`config.mk`:
```
export PLATFORM = sky130hd
export DESIGN_NAME = pwm_deadtime_pair
export DESIGN_NICKNAME = d
export VERILOG_FILES = /design/src/rtl/pwm_dt_pkg.sv /design/src/rtl/pwm_dt_ctrl.sv /design/src/rtl/pwm_dt_side.sv /design/src/rtl/pwm_dt_datapath.sv /design/src/rtl/pwm_deadtime_pair.sv
export SDC_FILE = /design/constraint.sdc
export NUM_CORES = 1
export LEC_CHECK = 0
export ABC_CLOCK_PERIOD_IN_PS = 4250
export BUFFER_PORTS_ARGS = -buffer_cell sky130_fd_sc_hd__buf_2
export CORE_MARGIN = 2
export CORE_UTILIZATION = 55
export DETAILED_ROUTE_END_ITERATION = 6
export GPL_ROUTABILITY_DRIVEN = 0
export HOLD_SLACK_MARGIN = 0.02
export PLACE_DENSITY_LB_ADDON = 0.1
export SETUP_SLACK_MARGIN = 0.4
export SLEW_MARGIN = 20
export SYNTH_ARGS = -nofsm -noshare
export SYNTH_HDL_FRONTEND = slang
export SYNTH_SLANG_ARGS = --single-unit
```
`constraint.sdc`:
```
create_clock -name clk -period 4.25 [get_ports clk]
set_input_delay 0.6375 -clock clk [delete_from_list [all_inputs] [get_ports clk]]
set_output_delay 0.6375 -clock clk [all_outputs]
set_load 0.05 [all_outputs]
```
`src/rtl/pwm_dt_pkg.sv`:
```
package pwm_dt_pkg;

  // Strobes from the counter sequencer to the gate datapath
  typedef struct packed {
    logic run;       // counter running, gates may be requested
    logic loadDuty;  // latch duty on this edge
    logic boundary;  // first cycle after a duty latch
  } pwmStrobe_t;

  localparam int NumSides = 2;  // index 0 high side, 1 low side

endpackage

```
`src/rtl/pwm_dt_ctrl.sv`:
```
module pwm_dt_ctrl
  import pwm_dt_pkg::*;
#(
  parameter int W = 12
) (
  input  logic         clk,
  input  logic         rst,
  input  logic [W-1:0] periodIn,
  input  logic         dblUpdate,
  output logic [W-1:0] cnt,
  output logic [W-1:0] half,
  output pwmStrobe_t   strb
);

  logic         startQ, downQ, boundQ;
  logic [W-1:0] cntQ, halfQ, halfNew, halfRaw;
  logic         atMid, atEnd, loadNow;

  assign halfRaw = periodIn >> 1;
  assign halfNew = (halfRaw == '0) ? W'(1) : halfRaw;

  assign atMid   = !startQ && !downQ && (cntQ == halfQ - W'(1));
  assign atEnd   = !startQ && downQ && (cntQ == '0);
  assign loadNow = startQ || atEnd || (atMid && dblUpdate);

  always_ff @(posedge clk) begin
    if (rst) begin
      startQ <= 1'b1;
      downQ  <= 1'b0;
      boundQ <= 1'b0;
      cntQ   <= '0;
      halfQ  <= W'(1);
    end else begin
      boundQ <= loadNow;
      if (startQ || atEnd) begin
        startQ <= 1'b0;
        downQ  <= 1'b0;
        cntQ   <= '0;
        halfQ  <= halfNew;
      end else if (atMid) begin
        downQ <= 1'b1;
      end else if (downQ) begin
        cntQ <= cntQ - W'(1);
      end else begin
        cntQ <= cntQ + W'(1);
      end
    end
  end

  assign cnt           = cntQ;
  assign half          = halfQ;
  assign strb.run      = !startQ;
  assign strb.loadDuty = loadNow;
  assign strb.boundary = boundQ;

  // count stays inside the latched half-period
  a_r2_count_range: assert property (@(posedge clk) disable iff (rst)
    !startQ |-> (cntQ < halfQ));

  // a latch boundary only follows a turnaround or period start
  a_r6_boundary_pos: assert property (@(posedge clk) disable iff (rst)
    boundQ |-> (cntQ == '0 || cntQ == halfQ - W'(1)));

  // direction flips only at the extremes
  a_r2_turnaround: assert property (@(posedge clk) disable iff (rst)
    (!startQ && $past(!startQ) && downQ != $past(downQ)) |->
      (cntQ == '0 || cntQ == halfQ - W'(1)));

endmodule

```
`src/rtl/pwm_dt_side.sv`:
```
module pwm_dt_side #(
  parameter int DW = 8
) (
  input  logic          clk,
  input  logic          rst,
  input  logic          want,
  input  logic          emerg,
  input  logic [DW-1:0] deadTime,
  output logic          gate
);

  localparam int TW = DW + 1;

  logic          gateQ, prevQ;
  logic [TW-1:0] timerQ, delay;

  assign delay = emerg ? {deadTime, 1'b0} : {1'b0, deadTime};

  always_ff @(posedge clk) begin
    if (rst) begin
      gateQ  <= 1'b0;
      prevQ  <= 1'b0;
      timerQ <= '0;
    end else begin
      prevQ <= want;
      if (!want) begin
        gateQ  <= 1'b0;
        timerQ <= '0;
      end else if (!prevQ) begin
        if (delay == '0) gateQ <= 1'b1;
        else timerQ <= delay - TW'(1);
      end else if (!gateQ) begin
        if (timerQ == '0) gateQ <= 1'b1;
        else timerQ <= timerQ - TW'(1);
      end
    end
  end

  assign gate = gateQ;

  // reset forces the gate low
  a_r1_reset_off: assert property (@(posedge clk) rst |=> !gateQ);

  // a gate only rises after its request was present
  a_r4_rise_needs_want: assert property (@(posedge clk) disable iff (rst)
    $rose(gateQ) |-> $past(want));

  // a dropped request leaves the gate off
  a_r9_drop_off: assert property (@(posedge clk) disable iff (rst)
    !want |=> !gateQ);

  // an emergency request with nonzero dead time is not granted at once
  a_r8_emerg_holds: assert property (@(posedge clk) disable iff (rst)
    (want && !prevQ && emerg && deadTime != '0) |=> !gateQ);

endmodule

```
`src/rtl/pwm_dt_datapath.sv`:
```
module pwm_dt_datapath
  import pwm_dt_pkg::*;
#(
  parameter int W  = 12,
  parameter int DW = 8
) (
  input  logic          clk,
  input  logic          rst,
  input  logic [W-1:0]  dutyIn,
  input  logic [DW-1:0] deadTime,
  input  logic [W-1:0]  cnt,
  input  logic [W-1:0]  half,
  input  pwmStrobe_t    strb,
  output logic          gateHi,
  output logic          gateLo
);

  logic [W-1:0]          dutyQ, dutyHalf;
  logic [W:0]            sum;
  logic                  cmpHi;
  logic [NumSides-1:0]   want, gates;

  always_ff @(posedge clk) begin
    if (rst) dutyQ <= '0;
    else if (strb.loadDuty) dutyQ <= dutyIn;
  end

  assign dutyHalf = dutyQ >> 1;
  assign sum      = {1'b0, cnt} + {1'b0, dutyHalf};
  assign cmpHi    = (sum >= {1'b0, half});
  assign want[0]  = strb.run && cmpHi;
  assign want[1]  = strb.run && !cmpHi;

  for (genvar s = 0; s < NumSides; s++) begin : g_side
    pwm_dt_side #(.DW(DW)) u_side (
      .clk      (clk),
      .rst      (rst),
      .want     (want[s]),
      .emerg    (strb.boundary),
      .deadTime (deadTime),
      .gate     (gates[s])
    );
  end

  assign gateHi = gates[0];
  assign gateLo = gates[1];

  // the two requests are mutually exclusive
  a_r3_want_excl: assert property (@(posedge clk) disable iff (rst)
    $countones(want) <= 1);

endmodule

```
`src/rtl/pwm_deadtime_pair.sv`:
```
module pwm_deadtime_pair
  import pwm_dt_pkg::*;
#(
  parameter int W  = 12,
  parameter int DW = 8
) (
  input  logic          clk,
  input  logic          rst,
  input  logic [W-1:0]  periodIn,
  input  logic [W-1:0]  dutyIn,
  input  logic [DW-1:0] deadTime,
  input  logic          dblUpdate,
  output logic          gateHi,
  output logic          gateLo
);

  logic [W-1:0] cnt, half;
  pwmStrobe_t   strb;

  pwm_dt_ctrl #(.W(W)) u_ctrl (
    .clk       (clk),
    .rst       (rst),
    .periodIn  (periodIn),
    .dblUpdate (dblUpdate),
    .cnt       (cnt),
    .half      (half),
    .strb      (strb)
  );

  pwm_dt_datapath #(.W(W), .DW(DW)) u_dp (
    .clk      (clk),
    .rst      (rst),
    .dutyIn   (dutyIn),
    .deadTime (deadTime),
    .cnt      (cnt),
    .half     (half),
    .strb     (strb),
    .gateHi   (gateHi),
    .gateLo   (gateLo)
  );

  // shoot-through never occurs
  a_r5_no_overlap: assert property (@(posedge clk) disable iff (rst)
    !(gateHi && gateLo));

endmodule

```
# Word level (Yosys, flattened, before mapping)

Cells that the tools add are included.

Flip-flop bits (word level): 61
Input port bits: 35
Output and inout bits: 2

Add/subtract/negate cells: 7
$lt $le $gt $ge: 1
Equal/unequal tests: 7
Mux-type cells: 17
Bitwise gates (word level): 2
Reductions and logical operators: 24

Operators with widths:

| operator                                                             | count |
|---|---|
| 9-bit two-way mux                                                    | 8 |
| 9-bit zero test                                                      | 3 |
| 9-bit by 1-bit subtractor with 9-bit output, second input constant   | 3 |
| 12-bit zero test                                                     | 2 |
| 12-bit by 1-bit subtractor with 12-bit output, second input constant | 2 |
| 12-bit by 11-bit adder with 13-bit output                            | 1 |
| 13-bit by 12-bit greater-or-equal comparator with 1-bit output       | 1 |
| 12-bit by 1-bit adder with 12-bit output, second input constant      | 1 |
| 12-bit == test                                                       | 1 |
| 12-bit two-way mux                                                   | 1 |
| 2-bit inequality test, second input constant                         | 6 |
| 11-bit two-way mux                                                   | 1 |
| 1-bit logical AND                                                    | 7 |
| 1-bit two-way mux                                                    | 7 |
| 3-bit AND reduction                                                  | 2 |
| 2-bit OR reduction                                                   | 3 |
| 2-bit nonzero test                                                   | 2 |
| 1-bit zero test                                                      | 3 |
| 1-bit logical OR                                                     | 2 |
| 1-bit NOT                                                            | 2 |

# Depth between registers and ports, before layout

Gate-level depths: netlist of run 1.

Depth in word-level cells: 6
Mapped depth: 18
Depth with buffers taken out: 17

# Modules after synthesis

From an unflattened synthesis of run 1, not the netlist that was laid out.

Cell total of the unflattened synthesis: 565
Area, all modules: 4794.6 sq um

By module, submodules not included:

| module          | times used | cells each | area each (sq um) | sequential area each (sq um) |
|---|---|---|---|---|
| pwm_dt_ctrl     | 1          | 219        | 1865.5            | 520.5 |
| pwm_dt_side     | 2          | 96         | 838.3             | 220.2 |
| pwm_dt_datapath | 1          | 154        | 1252.5            | 220.2 |

# Worst setup path before layout of run 1

Ideal clock, no wire load.

Kind: register to register
Start point: reg u_ctrl.cntQ[0] (netlist: u_ctrl.cnt[0])
End point: reg u_dp.g_side[0].u_side.gateQ
Setup time: 114 ps
Arrival time: 3099 ps
Setup slack: 1037 ps
Stages on the path, launching flop included: 19
Path buffers: 1
Clock period less this slack: 3213 ps
Cells stage by stage: dfxtp_1 -> ha_1 -> inv_1 -> fa_1 -> inv_1 -> a21oi_1 -> o21ai_1 -> a31oi_1 -> a21oi_1 -> nor2_1 -> xnor2_1 -> ha_1 -> o21a_1 -> o211ai_1 -> a31oi_1 -> a21oi_1 -> and2_1 -> clkbuf_1 -> a2111oi_0

Longest elaborated chain between the ends: 5

Ends and longest elaborated chain:

| item                                                           | line                  | text |
|---|---|---|
| start, declared                                                | pwm_dt_ctrl.sv:16     | `logic [W-1:0] cntQ, halfQ, halfNew, halfRaw;` |
| start signal, assigned                                         | pwm_dt_ctrl.sv:43     | `cntQ <= cntQ - W'(1);` |
| start signal, assigned                                         | pwm_dt_ctrl.sv:45     | `cntQ <= cntQ + W'(1);` |
| 12-bit by 11-bit adder with 13-bit output                      | pwm_dt_datapath.sv:29 | `assign sum = {1'b0, cnt} + {1'b0, dutyHalf};` |
| 13-bit by 12-bit greater-or-equal comparator with 1-bit output | pwm_dt_datapath.sv:30 | `assign cmpHi = (sum >= {1'b0, half});` |
| 1-bit logical AND                                              | pwm_dt_datapath.sv:31 | `assign want[0] = strb.run && cmpHi;` |
| 1-bit NOT (no line)                                            | --                    |  |
| 2-bit OR reduction (no line)                                   | --                    |  |
| end signal, assigned                                           | pwm_dt_side.sv:27     | `gateQ <= 1'b0;` |
| end signal, assigned                                           | pwm_dt_side.sv:30     | `if (delay == '0) gateQ <= 1'b1;` |
| end signal, assigned                                           | pwm_dt_side.sv:33     | `if (timerQ == '0) gateQ <= 1'b1;` |
| end, declared                                                  | pwm_dt_side.sv:14     | `logic gateQ, prevQ;` |

Every way passes these cells.
A chain may end at the register's enable or synchronous reset.

# Final worst setup path of run 1

Start point: reg u_ctrl.cntQ[0] (netlist: u_ctrl.cnt[0])
End point: reg u_dp.g_side[0].u_side.timerQ[0]

Longest elaborated chain between the ends: 5

Ends and longest elaborated chain:

| item                                                           | line                  | text |
|---|---|---|
| 12-bit by 11-bit adder with 13-bit output                      | pwm_dt_datapath.sv:29 |  |
| 13-bit by 12-bit greater-or-equal comparator with 1-bit output | pwm_dt_datapath.sv:30 |  |
| 1-bit logical AND                                              | pwm_dt_datapath.sv:31 |  |
| 1-bit NOT (no line)                                            | --                    |  |
| 2-bit OR reduction (no line)                                   | --                    |  |
| end signal, assigned                                           | pwm_dt_side.sv:31     | `else timerQ <= delay - TW'(1);` |
| end signal, assigned                                           | pwm_dt_side.sv:34     | `else timerQ <= timerQ - TW'(1);` |
| end, declared                                                  | pwm_dt_side.sv:15     | `logic [TW-1:0] timerQ, delay;` |

Every way passes these cells.

==> flow_summary_export.csv, run 1 <==
group,metric,value,unit
status,status,"complete, no violations",
power,p_leak,2.10,nW
timing,rsz0062_at_grt,"yes",
timing,clock_skew,0.00695,ns
routing,via_count,4292,
timing,min_period_over_period,0.838,
synthesis,yosysWarningCount,0,
setup_path,crit_chain,"ha_1 -> inv_1 -> fa_1 -> inv_1 -> a21oi_1 -> o21ai_1 -> a31oi_1 -> a21o_1 -> o21bai_1 -> xor2_1 -> ha_1 -> o211ai_1 -> a31oi_1 -> a21oi_1 -> and2_2 -> a2111oi_0",
cells_and_area,fillCellCount,743,
power,p_per_area,296,mW/mm²
timing,hold_viol,0,
power,vdd_ir_drop_max,0.000151,V
setup_path,cp.arrival,3.78,ns
power,p_total,1.50,mW
cts,cts_setup_buffers,0,
timing,clock.fmax,281,MHz
power,p_sw,0.502,mW
placement,hpwlAfterDp,8.35,mm
grt,grt_pass1_vias,3812,
synthesis,synth_flop_cell,"dfxtp_1",
synthesis,synth_top_family_by_area,"simple AND/OR/NAND/NOR gates",
floorplan,start_util,0.569,
synthesis,ys_seq_area_frac,0.253,
routing,route.met2.wl,4.55,mm
cells_and_area,drive_above_1_share,0.103,
cells_and_area,fin_util,0.616,
setup_path,cp-end-kind,"flop",
routing,routed_wl,11.1,mm
routing,ant_nets,0,
routing,wl_met1,5.78,mm
floorplan,rows,33,
synthesis,synth-async-reset-ratio,0,
placement,dp_cells,699,
floorplan,die_w,96.2,µm
synthesis,ys_types,68,
routing,firstDrtPassIters,4,
floorplan,core,0.00822,mm²
timing,setup_ws,0.689,ns
routing,route.met3.wl,574,µm
routing,drc,0,
floorplan,io_pins,37,
setup_path,crit_fanout,12,
cts,cts_max_path_buffers,2,
timing,period_needed,3.56,ns
grt,grt-ovfl-total,0,
worst_hold_path,hp-class,"reg -> reg",
timing,setup_tns,0,ns
grt,grt_first_pass_wirelength,18.1,mm
placement,place_ws,0.672,ns
timing,setup_viol,0,
power,combPwrFrac,0.261,
cts,cts_tree,"built",
timing,whs,0.486,ns
floorplan,dieArea,0.00925,mm²
setup_path,cp-start-kind,"flop",
placement,postPlaceCellArea,0.00488,mm²
setup_path,crit_slowest_cell,"dfxtp_1",
cts,clk_pin_slew_worst_paths,0.07,ns
run,maxCapViolCount,0,
synthesis,syn_avg_cell_area,8.05,µm²
synthesis,synth_enable_flop_cells,0,
timing,slew_violations,0,
setup_path,max_stage_delay,0.44,ns
power,p_clk_frac,0.316,
synthesis,synth-seq-cells,59,
placement,port_buffers,34,
grt,grt_use_total,0.249,
setup_path,crit_required,4.47,ns
grt,grt_max_degree,41,
synthesis,muxShareOfSynthArea,0.0664,
synthesis,synthXorXnorAreaFrac,0.0600,
cts,cts_buffers,9,
grt,antenna_found_initial,0,
synthesis,yosys.area_share.simple,0.233,
power,seqPwrFrac,0.422,
synthesis,syn_nets,655,
routing,wl_per_cell,15.5,µm
cells_and_area,finalInstanceArea,0.00506,mm²
routing,highest_layer,"met4",
power,p_int,0.998,mW
routing,initialDrtViolationCount,175,
routing,vias_per_cell,6.00,
synthesis,synth-compound-area-share,0.225,
cts,clkLatencyLatePin,0.34,ns
cts,htreeDepth,3,
cells_and_area,final_nets,679,
power,switching_share,0.335,
cts,clock-sinks,59,
cts,root_buffer,"clkbuf_8",
cells_and_area,antennaDiodeCount,0,
setup_path,critical_path_class,"reg -> reg",
timing,tightestPinTransition,1.10,ns
timing,max_slew_margin,0.267,
synthesis,synthCells,581,
cells_and_area,final_cells,715,
synthesis,syn_area,0.00467,mm²
floorplan,die_h,96.2,µm
cells_and_area,syn_to_final_growth,8.32,%
synthesis,synthAdderAreaFrac,0.108,
[repair_timing]
action	4_1_cts	5_1_grt
hold buffers	0	0
resized for setup	0	3
endpoints found under the hold margin	0	0
setup endpoints to repair	0	16
[worst max-delay path: cells and delay by family, from the launching register on]
family | cells | cell delay [ns]
AOI/OAI and AO/OA | 9 | 1.58
xor gates and xnor gates | 1 | 0.10
adders and majority gates | 3 | 0.90
buffers and inverters | 2 | 0.12
DFF | 1 | 0.44
and+or+nand+nor | 1 | 0.29
[flip-flops by register name, indices dropped and copies added (netlist names)]
| signal | flops |
|---|---|
| u_dp.g_side.u_side.prevQ | 2 |
| u_dp.g_side.u_side.gate | 2 |
| u_ctrl.boundQ | 1 |
| u_dp.dutyQ | 11 |
| u_ctrl.half | 11 |
| u_ctrl.cnt | 12 |
| u_ctrl.downQ | 1 |
| u_ctrl.startQ | 1 |
| u_dp.g_side.u_side.timerQ | 18 |
[layer usage]
layer  GRT usage  vias to the layer above
met5           0                        -
met4      0.0881                        0
met3      0.0321                       16
met2       0.359                      131
met1       0.377                     1959
li1            -                     2186
[cells in the mapped netlist, types with 4 or more instances]
| cell | count | area, µm² |
|---|---|---|
| a2111oi_0 | 5 | 43.8 |
| a211oi_1 | 8 | 60.1 |
| a21o_1 | 11 | 82.6 |
| a21oi_1 | 37 | 185 |
| a311oi_1 | 5 | 43.8 |
| a31oi_1 | 7 | 43.8 |
| clkbuf_1 | 16 | 60.1 |
| dfxtp_1 | 59 | 1180 |
| ha_1 | 37 | 463 |
| inv_1 | 38 | 143 |
| mux2i_1 | 31 | 310 |
| nand2_1 | 32 | 120 |
| nand2b_1 | 32 | 200 |
| nand3_1 | 13 | 65.1 |
| nor2_1 | 54 | 203 |
| nor2b_1 | 7 | 43.8 |
| nor3_1 | 22 | 110 |
| nor4_1 | 10 | 62.6 |
| o211ai_1 | 8 | 60.1 |
| o21a_1 | 5 | 37.5 |
| o21ai_0 | 18 | 90.1 |
| o21ai_1 | 6 | 30.0 |
| o21bai_1 | 6 | 45.0 |
| o31ai_1 | 5 | 37.5 |
| or4_1 | 4 | 30.0 |
| xnor2_1 | 22 | 193 |
| xor2_1 | 10 | 87.6 |
[final cells by class]
class	count	area, µm²	share of cell area
clock buffer	12	155	0.0306
clock inverter	4	25.0	0.00494
inverter	38	143	0.0282
multi-input combinational	461	3240	0.640
sequential	59	1180	0.233
tap	105	131	0.0259
timing repair buffer	36	185	0.0366
[cell families (layout without fill, tap and decap cells)]
family | Yosys count | after routing
simple gates | 205 | 205
compound gates | 154 | 154
buf+inv | 61 | 90
flops | 59 | 59
fa+ha+maj | 39 | 39
xor+xnor | 32 | 32
mux | 31 | 31
[worst paths after layout]
path                                           to          start  slack [ns]  cells past startpoint
setup / recovery  u_dp.g_side[0].u_side.timerQ[0]  u_ctrl.cnt[0]        0.69                     16
hold / removal                      u_dp.dutyQ[8]  u_dp.dutyQ[8]        0.49                      2
setup reg to reg  u_dp.g_side[0].u_side.timerQ[0]  u_ctrl.cnt[0]        0.69                     16
hold reg to reg                     u_dp.dutyQ[8]  u_dp.dutyQ[8]        0.49                      2
[power groups by stage]
stage               clock, mW  sequential, mW  combinational, mW
floorplan                   0           0.623              0.317
global placement            0           0.643              0.375
detailed placement          0           0.644              0.384
CTS                     0.483           0.632              0.387
global route            0.501           0.639              0.444
finish                  0.475           0.633              0.392
[cells in the final DEF (no fill, tap or decap), drive strengths merged, types with 7 or more instances in the layout]
master,instances
ha,37
nand2,32
mux2i,31
a21o,11
o211ai,8
inv,38
nor3,23
nand2b,32
nand3,13
xnor2,22
o21ai,24
dfxtp,59
nor2b,7
a31oi,7
nor2,54
xor2,10
nor4,10
buf,36
a21oi,38
a211oi,8
clkbuf,12
No activity file was read; power rests on OpenSTA's default activity.
==> run 2: changes to the inputs <==
--- a/config.mk
+++ b/config.mk
@@ -5,7 +5,8 @@
 export SDC_FILE = /design/constraint.sdc
 export NUM_CORES = 1
 export LEC_CHECK = 0
-export ABC_CLOCK_PERIOD_IN_PS = 4250
+export ABC_AREA = 1
+export ABC_CLOCK_PERIOD_IN_PS = 3400
 export BUFFER_PORTS_ARGS = -buffer_cell sky130_fd_sc_hd__buf_2
 export CORE_MARGIN = 2
 export CORE_UTILIZATION = 55
==> constraint.sdc (replaced) <==
create_clock -name clk -period 3.4 [get_ports clk]
set_input_delay 0.51 -clock clk [delete_from_list [all_inputs] [get_ports clk]]
set_output_delay 0.51 -clock clk [all_outputs]
set_load 0.05 [all_outputs]
==> run 2 against run 1 <==
Against the previous run:
- sequential cell count unchanged
- die area rose by 2.6%
- total power rose by 35%
- largest cell class unchanged
- clock power increased by 35%
- combinational power grew 54%
- critical endpoint is now u_dp.g_side[1].u_side.timerQ[5]
- synthesized cell count rose by 27%
==> flow_summary_export.csv, run 2 <==
group,metric,value,unit
timing,clock_skew,0.0106,ns
grt,grt_first_pass_wirelength,19.5,mm
worst_hold_path,min_delay_path_depth,3,
synthesis,synthXorXnorAreaFrac,0.0693,
synthesis,synth_enable_flop_cells,0,
cts,htreeDepth,3,
cells_and_area,largest_reg_flops,18,
synthesis,muxShareOfSynthArea,0.00417,
placement,dp_cells,867,
cells_and_area,regArea,0.00119,mm²
cells_and_area,syn_to_final_growth,12.2,%
timing,slew_violations,0,
cells_and_area,drive_above_1_share,0.142,
routing,drc,0,
cts,clk_pin_slew_worst_paths,0.07,ns
setup_path,cp-start-kind,"flop",
synthesis,synthTopCellsByArea,"dfxtp_1, nand2_1, ha_1",
synthesis,syn_nets,813,
floorplan,io_pins,37,
cells_and_area,final_nets,848,
routing,vias_per_cell,5.33,
synthesis,syn_area,0.00480,mm²
grt,antenna_found_initial,0,
cts,clock-sinks,59,
status,status,"complete, no violations",
timing,setup_tns,0,ns
routing,routed_wl,11.7,mm
timing,setup_viol,0,
floorplan,die_w,97.4,µm
grt,grt_pass1_vias,4455,
synthesis,synthAdderAreaFrac,0.105,
floorplan,core,0.00859,mm²
grt,grt-ovfl-total,0,
synthesis,ys_types,43,
power,p_total,2.03,mW
setup_path,reg2reg_to,"u_dp.g_side[1].u_side.timerQ[5]",
synthesis,synth-seq-cells,59,
cts,clkLatencyLatePin,0.35,ns
cts,root_buffer,"clkbuf_8",
routing,wl_per_cell,13.2,µm
timing,rsz0062_at_grt,"yes",
grt,grt_max_degree,35,
synthesis,ys_seq_area_frac,0.246,
cts,cts_tree,"built",
floorplan,dieArea,0.00949,mm²
setup_path,cp-end-kind,"flop",
synthesis,synth-async-reset-ratio,0,
synthesis,synth-compound-area-share,0.161,
placement,hpwlAfterDp,8.95,mm
routing,initialDrtViolationCount,150,
setup_path,cp.arrival,3.31,ns
timing,hold_viol,0,
cells_and_area,final_cell_mix,"nand2_1, inv_1, nor2_1",
floorplan,die_h,97.4,µm
synthesis,yosys.area_share.simple,0.307,
power,p_leak,2.65,nW
grt,grt_use_total,0.247,
synthesis,ys_top_cells_by_count,"nand2_1, inv_1, nor2_1",
setup_path,crit_required,3.68,ns
cells_and_area,antennaDiodeCount,0,
synthesis,synth_flop_cell,"dfxtp_1",
cells_and_area,multi_input_comb_area,0.00322,mm²
cells_and_area,largest-register,"u_dp.g_side.u_side.timerQ",
worst_hold_path,hold_start,"dutyIn[7]",
cells_and_area,final_common_cell,"nand2_1",
timing,setup_ws,0.376,ns
synthesis,syn_avg_cell_area,6.50,µm²
placement,postPlaceCellArea,0.00505,mm²
placement,port_buffers,34,
setup_path,rr_startpoint,"u_ctrl.cnt[0]",
cells_and_area,finalInstanceArea,0.00539,mm²
setup_path,reg2regPathDepth,18,
worst_hold_path,hp-class,"in -> reg",
synthesis,yosysWarningCount,0,
setup_path,crit_fanout,11,
worst_hold_path,whs_endpoint,"u_dp.dutyQ[7]",
timing,max_slew_margin,0.530,
run,maxCapViolCount,0,
floorplan,start_util,0.559,
routing,firstDrtPassIters,4,
timing,min_period_over_period,0.889,
routing,ant_nets,0,
cts,cts_max_path_buffers,2,
synthesis,synthCells,739,
synthesis,yosysTopAreaCell,"dfxtp_1",
cells_and_area,final_cells,887,
setup_path,ff2ff_setup_slack,0.38,ns
setup_path,critical_path_class,"reg -> reg",
floorplan,rows,34,
power,p_per_area,377,mW/mm²
timing,clock.fmax,331,MHz
routing,via_count,4727,
cts,cts_buffers,9,
timing,tightestPinTransition,0.702,ns
power,vdd_ir_drop_max,0.000196,V
synthesis,yosysMostFrequentCell,"nand2_1",
cells_and_area,fillCellCount,850,
synthesis,synth_top_family_by_area,"simple AND/OR/NAND/NOR gates",
timing,period_needed,3.02,ns
synthesis,synth_top_area_share,0.246,
placement,place_ws,0.00605,ns
run 2: changes by cell type in the layout (fill, tap and decap cells not counted), sizes merged, moves of 8 or more:
cell	before	now
xor2	10	22
inv	38	104
a21o	11	3
a21oi	38	58
nor3	23	6
nand2	32	153
buf	36	44
nor2	54	97
o21ai	24	65
nand2b	32	0
mux2i	31	2
nand3	13	57
run 2: kinds of logic (layout without fill, tap and decap cells):
kind of cell / Yosys count / count (layout)
AO/OA/AOI/OAI: 141 / 141
flip-flops: 59 / 59
adder cells (fa/ha/maj): 39 / 39
XOR/XNOR: 38 / 38
buffers and inverters: 126 / 165
multiplexers: 2 / 2
AND/OR/NAND/NOR: 334 / 335
run 2: cell type report:
type	count	share of cell area
clock buffers	10	0.0237
clock inverters	6	0.0121
inverters	105	0.0732
multi-input cells	555	0.598
flip-flops and latches	59	0.220
well taps	108	0.0251
repair buffers	44	0.0478
run 2: critical path, stage by stage (launching register included):
cell      delay (ns)
dfxtp_4         0.37
ha_4            0.13
inv_2           0.04
fa_2            0.37
nand3b_1        0.18
nand2_2         0.11
a21oi_4         0.07
o21ai_2         0.17
buf_4           0.13
nand2_1         0.04
nand2_1         0.06
xor2_1          0.17
ha_1            0.27
a211oi_2        0.20
nand2_1         0.10
nor2_2          0.17
nand3_2         0.12
buf_12          0.17
nor2_1          0.09
run 2: worst max path at each step:
| stage | startpoint | depth (start not counted) | slack (ns) | endpoint |
|---|---|---|---|---|
| finish | u_ctrl.cnt[0] | 18 | 0.38 | u_dp.g_side[1].u_side.timerQ[5] |
| global route | u_dp.dutyQ[1] | 18 | 0.23 | u_dp.g_side[0].u_side.timerQ[2] |
| CTS | u_ctrl.cnt[0] | 18 | 0.43 | u_dp.g_side[1].u_side.timerQ[4] |
| detailed placement | u_ctrl.cnt[0] | 18 | 0.006 | u_dp.g_side[0].u_side.timerQ[0] |
| global placement | u_ctrl.cnt[0] | 18 | 0.12 | u_dp.g_side[0].u_side.timerQ[4] |
| floorplan | u_ctrl.cnt[0] | 19 | 0.42 | u_dp.g_side[0].u_side.timerQ[6] |
run 2: timing repair:
item	CTS	global route
cloned	0	1
endpoints found under the setup margin	22	22
pin swaps	6	16
gates resized for setup	11	19
hold buffers	0	0
setup buffers	2	1
run 2: through the flow:
stage	util	hold WS, ns
after floorplan	-	0.456
after global routing	0.627	0.375
final	0.627	0.381
after global placement	0.588	0.505
after detailed placement	0.588	0.524
after CTS	0.617	0.371
run 2: routing by layer:
| metal | global-route usage | wire [µm] | vias up |
|---|---|---|---|
| li1 | - | - | 2480 |
| met1 | 0.299 | 5340 | 2155 |
| met2 | 0.434 | 5760 | 69 |
| met3 | 0.0353 | 326 | 23 |
| met4 | 0.110 | 292 | 0 |
| met5 | 0 | 0 | - |
run 2: power by group:
part / switching, mW / leakage, nW / internal (mW)
logic: 0.368 / 2.07 / 0.236
registers: 0.0489 / 0.485 / 0.734
clock network: 0.303 / 0.0966 / 0.340
total: 0.720 / 2.65 / 1.31
